### src/rtl/fqp_pkg.sv
package fqp_pkg;

    typedef enum logic [1:0] {
        PH_IDLE   = 2'd0,
        PH_SEARCH = 2'd1,
        PH_DIVIDE = 2'd2
    } phase_e;

    localparam int HS_CHOICES = 6;

    // high-speed divider value by scan position, largest first
    function automatic logic [3:0] hs_of_index(input logic [2:0] idx);
        case (idx)
            3'd0:    return 4'd11;
            3'd1:    return 4'd9;
            3'd2:    return 4'd7;
            3'd3:    return 4'd6;
            3'd4:    return 4'd5;
            default: return 4'd4;
        endcase
    endfunction

    function automatic logic [3:0] hs_of_code(input logic [2:0] code);
        return {1'b0, code} + 4'd4;
    endfunction

    function automatic logic hs_code_legal(input logic [2:0] code);
        return (code != 3'd4) && (code != 3'd6);
    endfunction

endpackage

### src/rtl/fqp_pair_search.sv
module fqp_pair_search
    import fqp_pkg::*;
#(
    parameter int FREQ_W = 21,
    parameter int N1_W   = 7,
    parameter int DCO_W  = 33,
    parameter longint unsigned DCO_MIN = 64'd4850000,
    parameter longint unsigned DCO_MAX = 64'd5670000
) (
    input  logic              clk,
    input  logic              rst_n,
    input  logic              start_i,
    input  logic [FREQ_W-1:0] fout_i,
    output logic              done_o,
    output logic              found_o,
    output logic [2:0]        hs_code_o,
    output logic [N1_W-1:0]   n1_code_o,
    output logic [DCO_W-1:0]  dco_o
);
    localparam int CNT_W = N1_W + 1;
    localparam logic [CNT_W-1:0] N1_LIMIT = CNT_W'(1 << N1_W);
    localparam logic [DCO_W-1:0] WIN_LO = DCO_W'(DCO_MIN);
    localparam logic [DCO_W-1:0] WIN_HI = DCO_W'(DCO_MAX);
    localparam logic [2:0] LAST_IDX = 3'(HS_CHOICES - 1);

    typedef struct packed {
        logic              run;
        logic              done;
        logic [2:0]        idx;
        logic [CNT_W-1:0]  n1;
        logic [FREQ_W-1:0] fout;
        logic              found;
        logic [DCO_W-1:0]  best_dco;
        logic [2:0]        best_hs;
        logic [CNT_W-1:0]  best_n1;
    } scan_t;

    scan_t s_q, s_d;
    logic [3:0]       hs_now;
    logic [DCO_W-1:0] prod;
    logic             past_end;
    logic             next_hs;

    always_comb begin
        s_d      = s_q;
        s_d.done = 1'b0;
        next_hs  = 1'b0;
        hs_now   = hs_of_index(s_q.idx);
        prod     = DCO_W'(s_q.fout) * DCO_W'(hs_now) * DCO_W'(s_q.n1);
        past_end = (prod > WIN_HI) || (s_q.n1 > N1_LIMIT);

        if (!s_q.run) begin
            if (start_i) begin
                s_d.run   = 1'b1;
                s_d.idx   = 3'd0;
                s_d.n1    = CNT_W'(1);
                s_d.fout  = fout_i;
                s_d.found = 1'b0;
            end
        end else begin
            if (past_end) begin
                next_hs = 1'b1;
            end else if (prod >= WIN_LO) begin
                // first in-window divider for this hs is its lowest
                if (!s_q.found || (prod < s_q.best_dco)) begin
                    s_d.found    = 1'b1;
                    s_d.best_dco = prod;
                    s_d.best_hs  = 3'(hs_now - 4'd4);
                    s_d.best_n1  = s_q.n1;
                end
                next_hs = 1'b1;
            end else begin
                s_d.n1 = (s_q.n1 == CNT_W'(1)) ? CNT_W'(2) : s_q.n1 + CNT_W'(2);
            end

            if (next_hs) begin
                if (s_q.idx == LAST_IDX) begin
                    s_d.run  = 1'b0;
                    s_d.done = 1'b1;
                end else begin
                    s_d.idx = s_q.idx + 3'd1;
                    s_d.n1  = CNT_W'(1);
                end
            end
        end
    end

    always_ff @(posedge clk or negedge rst_n) begin
        if (!rst_n) s_q <= '0;
        else        s_q <= s_d;
    end

    assign done_o    = s_q.done;
    assign found_o   = s_q.found;
    assign hs_code_o = s_q.best_hs;
    assign n1_code_o = N1_W'(s_q.best_n1 - CNT_W'(1));
    assign dco_o     = s_q.best_dco;

endmodule

### src/rtl/fqp_divider.sv
module fqp_divider #(
    parameter int NUM_W = 69,
    parameter int DEN_W = 38
) (
    input  logic             clk,
    input  logic             rst_n,
    input  logic             start_i,
    input  logic [NUM_W-1:0] num_i,
    input  logic [DEN_W-1:0] den_i,
    output logic             done_o,
    output logic [NUM_W-1:0] quot_o
);
    localparam int CNT_W = $clog2(NUM_W + 1);

    typedef struct packed {
        logic             run;
        logic             done;
        logic [CNT_W-1:0] cnt;
        logic [DEN_W-1:0] rem;
        logic [NUM_W-1:0] quo;
        logic [DEN_W-1:0] den;
    } div_t;

    div_t r_q, r_d;
    logic [DEN_W:0] trial;
    logic           fits;

    always_comb begin
        r_d      = r_q;
        r_d.done = 1'b0;
        trial    = {r_q.rem, r_q.quo[NUM_W-1]};
        fits     = trial >= {1'b0, r_q.den};

        if (!r_q.run) begin
            if (start_i) begin
                r_d.run = 1'b1;
                r_d.cnt = CNT_W'(NUM_W);
                r_d.rem = '0;
                r_d.quo = num_i;
                r_d.den = den_i;
            end
        end else begin
            r_d.rem = fits ? DEN_W'(trial - {1'b0, r_q.den}) : DEN_W'(trial);
            r_d.quo = {r_q.quo[NUM_W-2:0], fits};
            r_d.cnt = r_q.cnt - CNT_W'(1);
            if (r_q.cnt == CNT_W'(1)) begin
                r_d.run  = 1'b0;
                r_d.done = 1'b1;
            end
        end
    end

    always_ff @(posedge clk or negedge rst_n) begin
        if (!rst_n) r_q <= '0;
        else        r_q <= r_d;
    end

    assign done_o = r_q.done;
    assign quot_o = r_q.quo;

endmodule

### src/rtl/fqp_planner.sv
module fqp_planner
    import fqp_pkg::*;
#(
    parameter int FREQ_W  = 21,
    parameter int XFRAC   = 8,
    parameter int XTAL_W  = 28,
    parameter int N1_W    = 7,
    parameter int RF_W    = 38,
    parameter int RF_FRAC = 28,
    parameter longint unsigned FOUT_MIN = 64'd10000,
    parameter longint unsigned FOUT_MAX = 64'd1400000,
    parameter longint unsigned DCO_MIN  = 64'd4850000,
    parameter longint unsigned DCO_MAX  = 64'd5670000
) (
    input  logic              clk,
    input  logic              rst_n,
    input  logic              start_i,
    input  logic              calib_i,
    input  logic [FREQ_W-1:0] fout_i,
    input  logic [XTAL_W-1:0] xtal_i,
    input  logic [2:0]        cal_hs_i,
    input  logic [N1_W-1:0]   cal_n1_i,
    input  logic [RF_W-1:0]   cal_rfreq_i,
    output logic              busy_o,
    output logic              done_o,
    output logic              err_o,
    output logic [2:0]        hs_code_o,
    output logic [N1_W-1:0]   n1_code_o,
    output logic [RF_W-1:0]   rfreq_o,
    output logic [XTAL_W-1:0] xtal_o
);
    localparam int DCO_W = FREQ_W + 4 + N1_W + 1;
    localparam int SHIFT = RF_FRAC + XFRAC;
    localparam int NUM_W = DCO_W + SHIFT;
    localparam int DEN_W = (RF_W > XTAL_W) ? RF_W : XTAL_W;
    localparam logic [FREQ_W-1:0] FO_LO = FREQ_W'(FOUT_MIN);
    localparam logic [FREQ_W-1:0] FO_HI = FREQ_W'(FOUT_MAX);

    typedef struct packed {
        phase_e            phase;
        logic              busy;
        logic              done;
        logic              err;
        logic              calib;
        logic [XTAL_W-1:0] xtal;
        logic [2:0]        hs;
        logic [N1_W-1:0]   n1;
        logic [RF_W-1:0]   rf;
        logic [2:0]        hs_r;
        logic [N1_W-1:0]   n1_r;
        logic [RF_W-1:0]   rf_r;
        logic [XTAL_W-1:0] xt_r;
    } ctl_t;

    ctl_t c_q, c_d;

    logic              srch_start, srch_done, srch_found;
    logic [2:0]        srch_hs;
    logic [N1_W-1:0]   srch_n1;
    logic [DCO_W-1:0]  srch_dco;
    logic              div_start, div_done;
    logic [NUM_W-1:0]  div_num, div_quot;
    logic [DEN_W-1:0]  div_den;
    logic [DCO_W-1:0]  cal_dco, dco_sel;
    logic              fout_ok, cal_ok, fail, succeed;

    fqp_pair_search #(
        .FREQ_W (FREQ_W),
        .N1_W   (N1_W),
        .DCO_W  (DCO_W),
        .DCO_MIN(DCO_MIN),
        .DCO_MAX(DCO_MAX)
    ) u_search (
        .clk      (clk),
        .rst_n    (rst_n),
        .start_i  (srch_start),
        .fout_i   (fout_i),
        .done_o   (srch_done),
        .found_o  (srch_found),
        .hs_code_o(srch_hs),
        .n1_code_o(srch_n1),
        .dco_o    (srch_dco)
    );

    fqp_divider #(
        .NUM_W(NUM_W),
        .DEN_W(DEN_W)
    ) u_divider (
        .clk    (clk),
        .rst_n  (rst_n),
        .start_i(div_start),
        .num_i  (div_num),
        .den_i  (div_den),
        .done_o (div_done),
        .quot_o (div_quot)
    );

    // divider operands: calibration is launched from idle, planning from search
    assign cal_dco = DCO_W'(fout_i) * DCO_W'(hs_of_code(cal_hs_i))
                   * DCO_W'({1'b0, cal_n1_i} + (N1_W + 1)'(1));
    assign dco_sel = (c_q.phase == PH_IDLE) ? cal_dco : srch_dco;
    assign div_num = NUM_W'(dco_sel) << SHIFT;
    assign div_den = (c_q.phase == PH_IDLE) ? DEN_W'(cal_rfreq_i) : DEN_W'(c_q.xtal);

    assign fout_ok = (fout_i >= FO_LO) && (fout_i <= FO_HI);
    assign cal_ok  = fout_ok && hs_code_legal(cal_hs_i)
                   && ((cal_n1_i == '0) || cal_n1_i[0]) && (cal_rfreq_i != '0);

    always_comb begin
        c_d        = c_q;
        c_d.done   = 1'b0;
        srch_start = 1'b0;
        div_start  = 1'b0;
        fail       = 1'b0;
        succeed    = 1'b0;

        case (c_q.phase)
            PH_IDLE: begin
                if (start_i) begin
                    c_d.calib = calib_i;
                    c_d.xtal  = xtal_i;
                    c_d.hs    = cal_hs_i;
                    c_d.n1    = cal_n1_i;
                    c_d.rf    = cal_rfreq_i;
                    if (calib_i) begin
                        if (!cal_ok) begin
                            fail = 1'b1;
                        end else begin
                            div_start = 1'b1;
                            c_d.phase = PH_DIVIDE;
                            c_d.busy  = 1'b1;
                        end
                    end else begin
                        if (!fout_ok || (xtal_i == '0)) begin
                            fail = 1'b1;
                        end else begin
                            srch_start = 1'b1;
                            c_d.phase  = PH_SEARCH;
                            c_d.busy   = 1'b1;
                        end
                    end
                end
            end
            PH_SEARCH: begin
                if (srch_done) begin
                    if (!srch_found) begin
                        fail = 1'b1;
                    end else begin
                        div_start = 1'b1;
                        c_d.hs    = srch_hs;
                        c_d.n1    = srch_n1;
                        c_d.phase = PH_DIVIDE;
                    end
                end
            end
            PH_DIVIDE: begin
                if (div_done) begin
                    if (c_q.calib) begin
                        if (div_quot[NUM_W-1:XTAL_W] != '0) begin
                            fail = 1'b1;
                        end else begin
                            succeed  = 1'b1;
                            c_d.rf_r = c_q.rf;
                            c_d.xt_r = div_quot[XTAL_W-1:0];
                        end
                    end else begin
                        if (div_quot[NUM_W-1:RF_W] != '0) begin
                            fail = 1'b1;
                        end else begin
                            succeed  = 1'b1;
                            c_d.rf_r = div_quot[RF_W-1:0];
                            c_d.xt_r = c_q.xtal;
                        end
                    end
                    c_d.hs_r = c_q.hs;
                    c_d.n1_r = c_q.n1;
                end
            end
            default: c_d.phase = PH_IDLE;
        endcase

        if (fail || succeed) begin
            c_d.phase = PH_IDLE;
            c_d.busy  = 1'b0;
            c_d.done  = 1'b1;
            c_d.err   = fail;
        end
        if (fail) begin
            c_d.hs_r = '0;
            c_d.n1_r = '0;
            c_d.rf_r = '0;
            c_d.xt_r = '0;
        end
    end

    always_ff @(posedge clk or negedge rst_n) begin
        if (!rst_n) c_q <= '0;
        else        c_q <= c_d;
    end

    assign busy_o    = c_q.busy;
    assign done_o    = c_q.done;
    assign err_o     = c_q.err;
    assign hs_code_o = c_q.hs_r;
    assign n1_code_o = c_q.n1_r;
    assign rfreq_o   = c_q.rf_r;
    assign xtal_o    = c_q.xt_r;

endmodule

### config.mk
export PLATFORM = sky130hd
export DESIGN_NAME = fqp_planner
export DESIGN_NICKNAME = d
export VERILOG_FILES = /design/src/rtl/fqp_pkg.sv /design/src/rtl/fqp_pair_search.sv /design/src/rtl/fqp_divider.sv /design/src/rtl/fqp_planner.sv
export SDC_FILE = /design/constraint.sdc
export NUM_CORES = 2
export LEC_CHECK = 0
export ABC_AREA = 1
export BUFFER_PORTS_ARGS = -buffer_cell sky130_fd_sc_hd__buf_2
export CAP_MARGIN = 10
export CORE_MARGIN = 2
export CORE_UTILIZATION = 64
export DETAILED_ROUTE_END_ITERATION = 8
export PLACE_DENSITY_LB_ADDON = 0.3
export SYNTH_ARGS = -nofsm -noshare
export SYNTH_HDL_FRONTEND = slang
export SYNTH_SLANG_ARGS = --single-unit
### constraint.sdc
create_clock -name clk -period 12.6 [get_ports clk]
set_clock_uncertainty 0.05 [all_clocks]
set_input_delay 0.63 -clock clk [delete_from_list [all_inputs] [get_ports clk]]
set_output_delay 0.63 -clock clk [all_outputs]
set_load 0.005 [all_outputs]
==> flow_summary.toml <==
[outcome]
status = "complete, no violations"

[job]
drv_cap = 0

[yosys]
syn_area_um2 = 39150
syn_avg_cell_area_um2 = 7.290
yosys_warnings = 0
synth_top_area_share_pct = 24.93
synth_nets = 6063
synth-seq-cells = 390
postSynth.asyncResetShare_pct = 100.0
synth_cell_types = 55
yosysTopAreaCell = "dfrtp_1"
synth_top_flop_cell = "dfrtp_1"
yosys-top-cells-area = "dfrtp_1, fa_1, nand2_1"
synth-edff-count = 0
yosysSeqAreaShare_pct = 24.93
syn-instance-count = 5371

[worst_setup_path]
path_common_cell = "nand2_1"
crit_path_start_kind = "flop"
critPathRequiredTime_ns = 13.04
rrSetupSlack_ns = 1.65
path_buf_inv = 10
crit_type = "flop to flop"
cpLargestDelayFamily = "adder cells"
slowest_delay_ns = 0.64
crit_path_end_kind = "flop"
cp_max_fo = 35
arrival_ns = 11.39
crit_slowest_cell = "xnor2_1"

[drt]
wirelength_um = 108200
drcViolationCount = 0
final_antenna_net_count = 0
dr.pass1.iters = 6
drt_iter0_markers = 3173
num_vias = 35240
wl_per_cell_um = 17.57
vias_per_cell = 5.722

[timing]
post-route-period-util_pct = 86.89
fin_crit_ns = 10.95
maxSlewViolCount = 0
setup_tns_ns = 0
rsz0062_at_grt = "no"
worst_pin_slew_ns = 1.069
slew-limit-headroom_pct = 28.73
finalHoldViolCount = 0
max_freq_mhz = 91.33
finalSetupViolCount = 0

[global_route]
gr-usage-all-layers_pct = 35.27
first_global_vias = 34900
grt_start_max_net_pins = 119
grt_overflow = 0
grt_antenna_before_repair = 3
grt_pass1_wl_um = 178600

[die]
die_x_um = 251.3
top_level_ports = 180
start_util_pct = 64.75
dieArea_um2 = 63170
row_count = 90
design.core.area_um2 = 60470
die_h_um = 251.3

[cts]
hold_buffers = 0
clockRootBuffer = "clkbuf_16"
postCtsSetupBuffers = 0
cts_resized = 0
cts-htree-levels = 2
clk_latency_ns = 0.60
cts_buffers = 42
ctsLongestPathBuffers = 3
cts.clk_slew.worst_paths_ns = 0.06
cts_tree = "done"
clkSinkCount = 390

[place]
dp_hpwl_um = 85050
gp_congestion = 0.9774
post_dp_cell_area_um2 = 39880
port_buffers = 179

[finish]
stdcell_area_um2 = 41370
layout-drive-gt1-share_pct = 6.307
layout_common_cells = "nand2_1, inv_1, nor2_1, o21ai_0, dfrtp_1"
fill_cells = 5170
layout_commonest_cell = "nand2_1"
nets = 6034
area_growth_pct = 5.669

[worst_hold_path]
hp-class = "primary input to asynchronous set/reset pin"
==> metal layers <==
metal,vias to the layer above,wire [µm],share of wire (%),GRT usage [%]
li1,16740,-,-,-
met1,16740,42420,39,43.71
met2,1446,51320,47,59.65
met3,322,7729,7.1,5.156
met4,4,6702,6.2,19.32
met5,-,27,0.025,0
==> synthesized netlist by cell type, types with 3 or more instances <==
cell type and instances:
a21boi_0 7, a21o_1 12, a21oi_1 206, a221oi_1 3
a22oi_1 3, a31oi_1 21, and2_1 3, and3_1 7
buf_1 11, buf_2 10, buf_4 81, buf_6 3
clkbuf_1 171, clkinv_1 9, dfrtp_1 390, fa_1 334
ha_1 257, inv_1 956, inv_2 11, nand2_1 1270
nand2_2 3, nand3_1 304, nand3_2 4, nand3b_1 10
nand4_1 50, nor2_1 484, nor2_2 7, nor3_1 30
nor4_1 25, o211ai_1 54, o21a_1 4, o21ai_0 439
o21ai_1 3, o21bai_1 13, o221ai_1 9, o22ai_1 37
o31ai_1 4, or2_2 25, xnor2_1 38, xor2_1 43
==> metrics by stage <==
| stage | worst slack [ns] | std cells | util (%) | hold WS, ns |
|---|---|---|---|---|
| floorplan | 3.588 | 5371 | - | 0.2844 |
| global placement | 2.179 | 6080 | 65.95 | 0.4052 |
| detailed placement | 1.897 | 6080 | 65.95 | 0.4094 |
| CTS | 1.856 | 6157 | 68.41 | 0.08956 |
| global route | 0.9344 | 6158 | 68.42 | 0.1449 |
| finish | 1.651 | 6159 | 68.42 | 0.08349 |
==> cell families after synthesis <==
logic type	after synthesis	synth area share [%]
buffers and inverters	1252	12.87
adder cells (fa/ha/maj)	591	25.29
XOR/XNOR	81	1.812
flip-flops	390	24.93
AND/OR/NAND/NOR	2228	23.44
AO/OA/AOI/OAI	827	11.61
multiplexers	2	0.05113
==> path summary, 6_finish.rpt <==
kind	cells after the start	start	to
max	52	u_search.s_q[74]	u_search.dco_o[32]
min	1	rst_n	c_q[95]
max reg2reg	52	u_search.s_q[74]	u_search.dco_o[32]
min reg2reg	2	c_q[112]	c_q[112]
max in group asynchronous	3	rst_n	c_q[152]
min in group clk	3	xtal_i[22]	c_q[146]
==> worst reg2reg max path: cells and delay by family, from the launching register on <==
| family | cells | cell delay, ns |
|---|---|---|
| AND/OR/NAND/NOR | 23 | 2.99 |
| buffers and inverters | 10 | 1.45 |
| AO/OA/AOI/OAI | 9 | 1.43 |
| flip-flops | 1 | 0.43 |
| adder cells (fa/ha/maj) | 9 | 3.90 |
| XOR/XNOR | 1 | 0.64 |
==> flip-flops by register name (all words and copies together), names as in the netlist, 3 cells and up <==
register,count
u_divider.r_q,84
c_q,79
u_divider.quot_o,69
u_search.s_q,40
rfreq_o,38
u_search.dco_o,33
xtal_o,28
n1_code_o,7
hs_code_o,3
u_search.hs_code_o,3
==> final cells by class <==
cell class	instances	area [µm²]	area share [%]
multi-input cells	3729	24390	58.95
flip-flops and latches	390	9761	23.59
inverters	976	3664	8.855
clock buffers	59	1215	2.936
repair buffers	203	1086	2.625
well taps	782	978.4	2.365
clock inverters	18	274.0	0.6623
diodes	2	5.005	0.01210
Power is left out: the tool's default activity adds up to more than one toggle a clock period on the data nets, which glitch-free logic cannot reach.
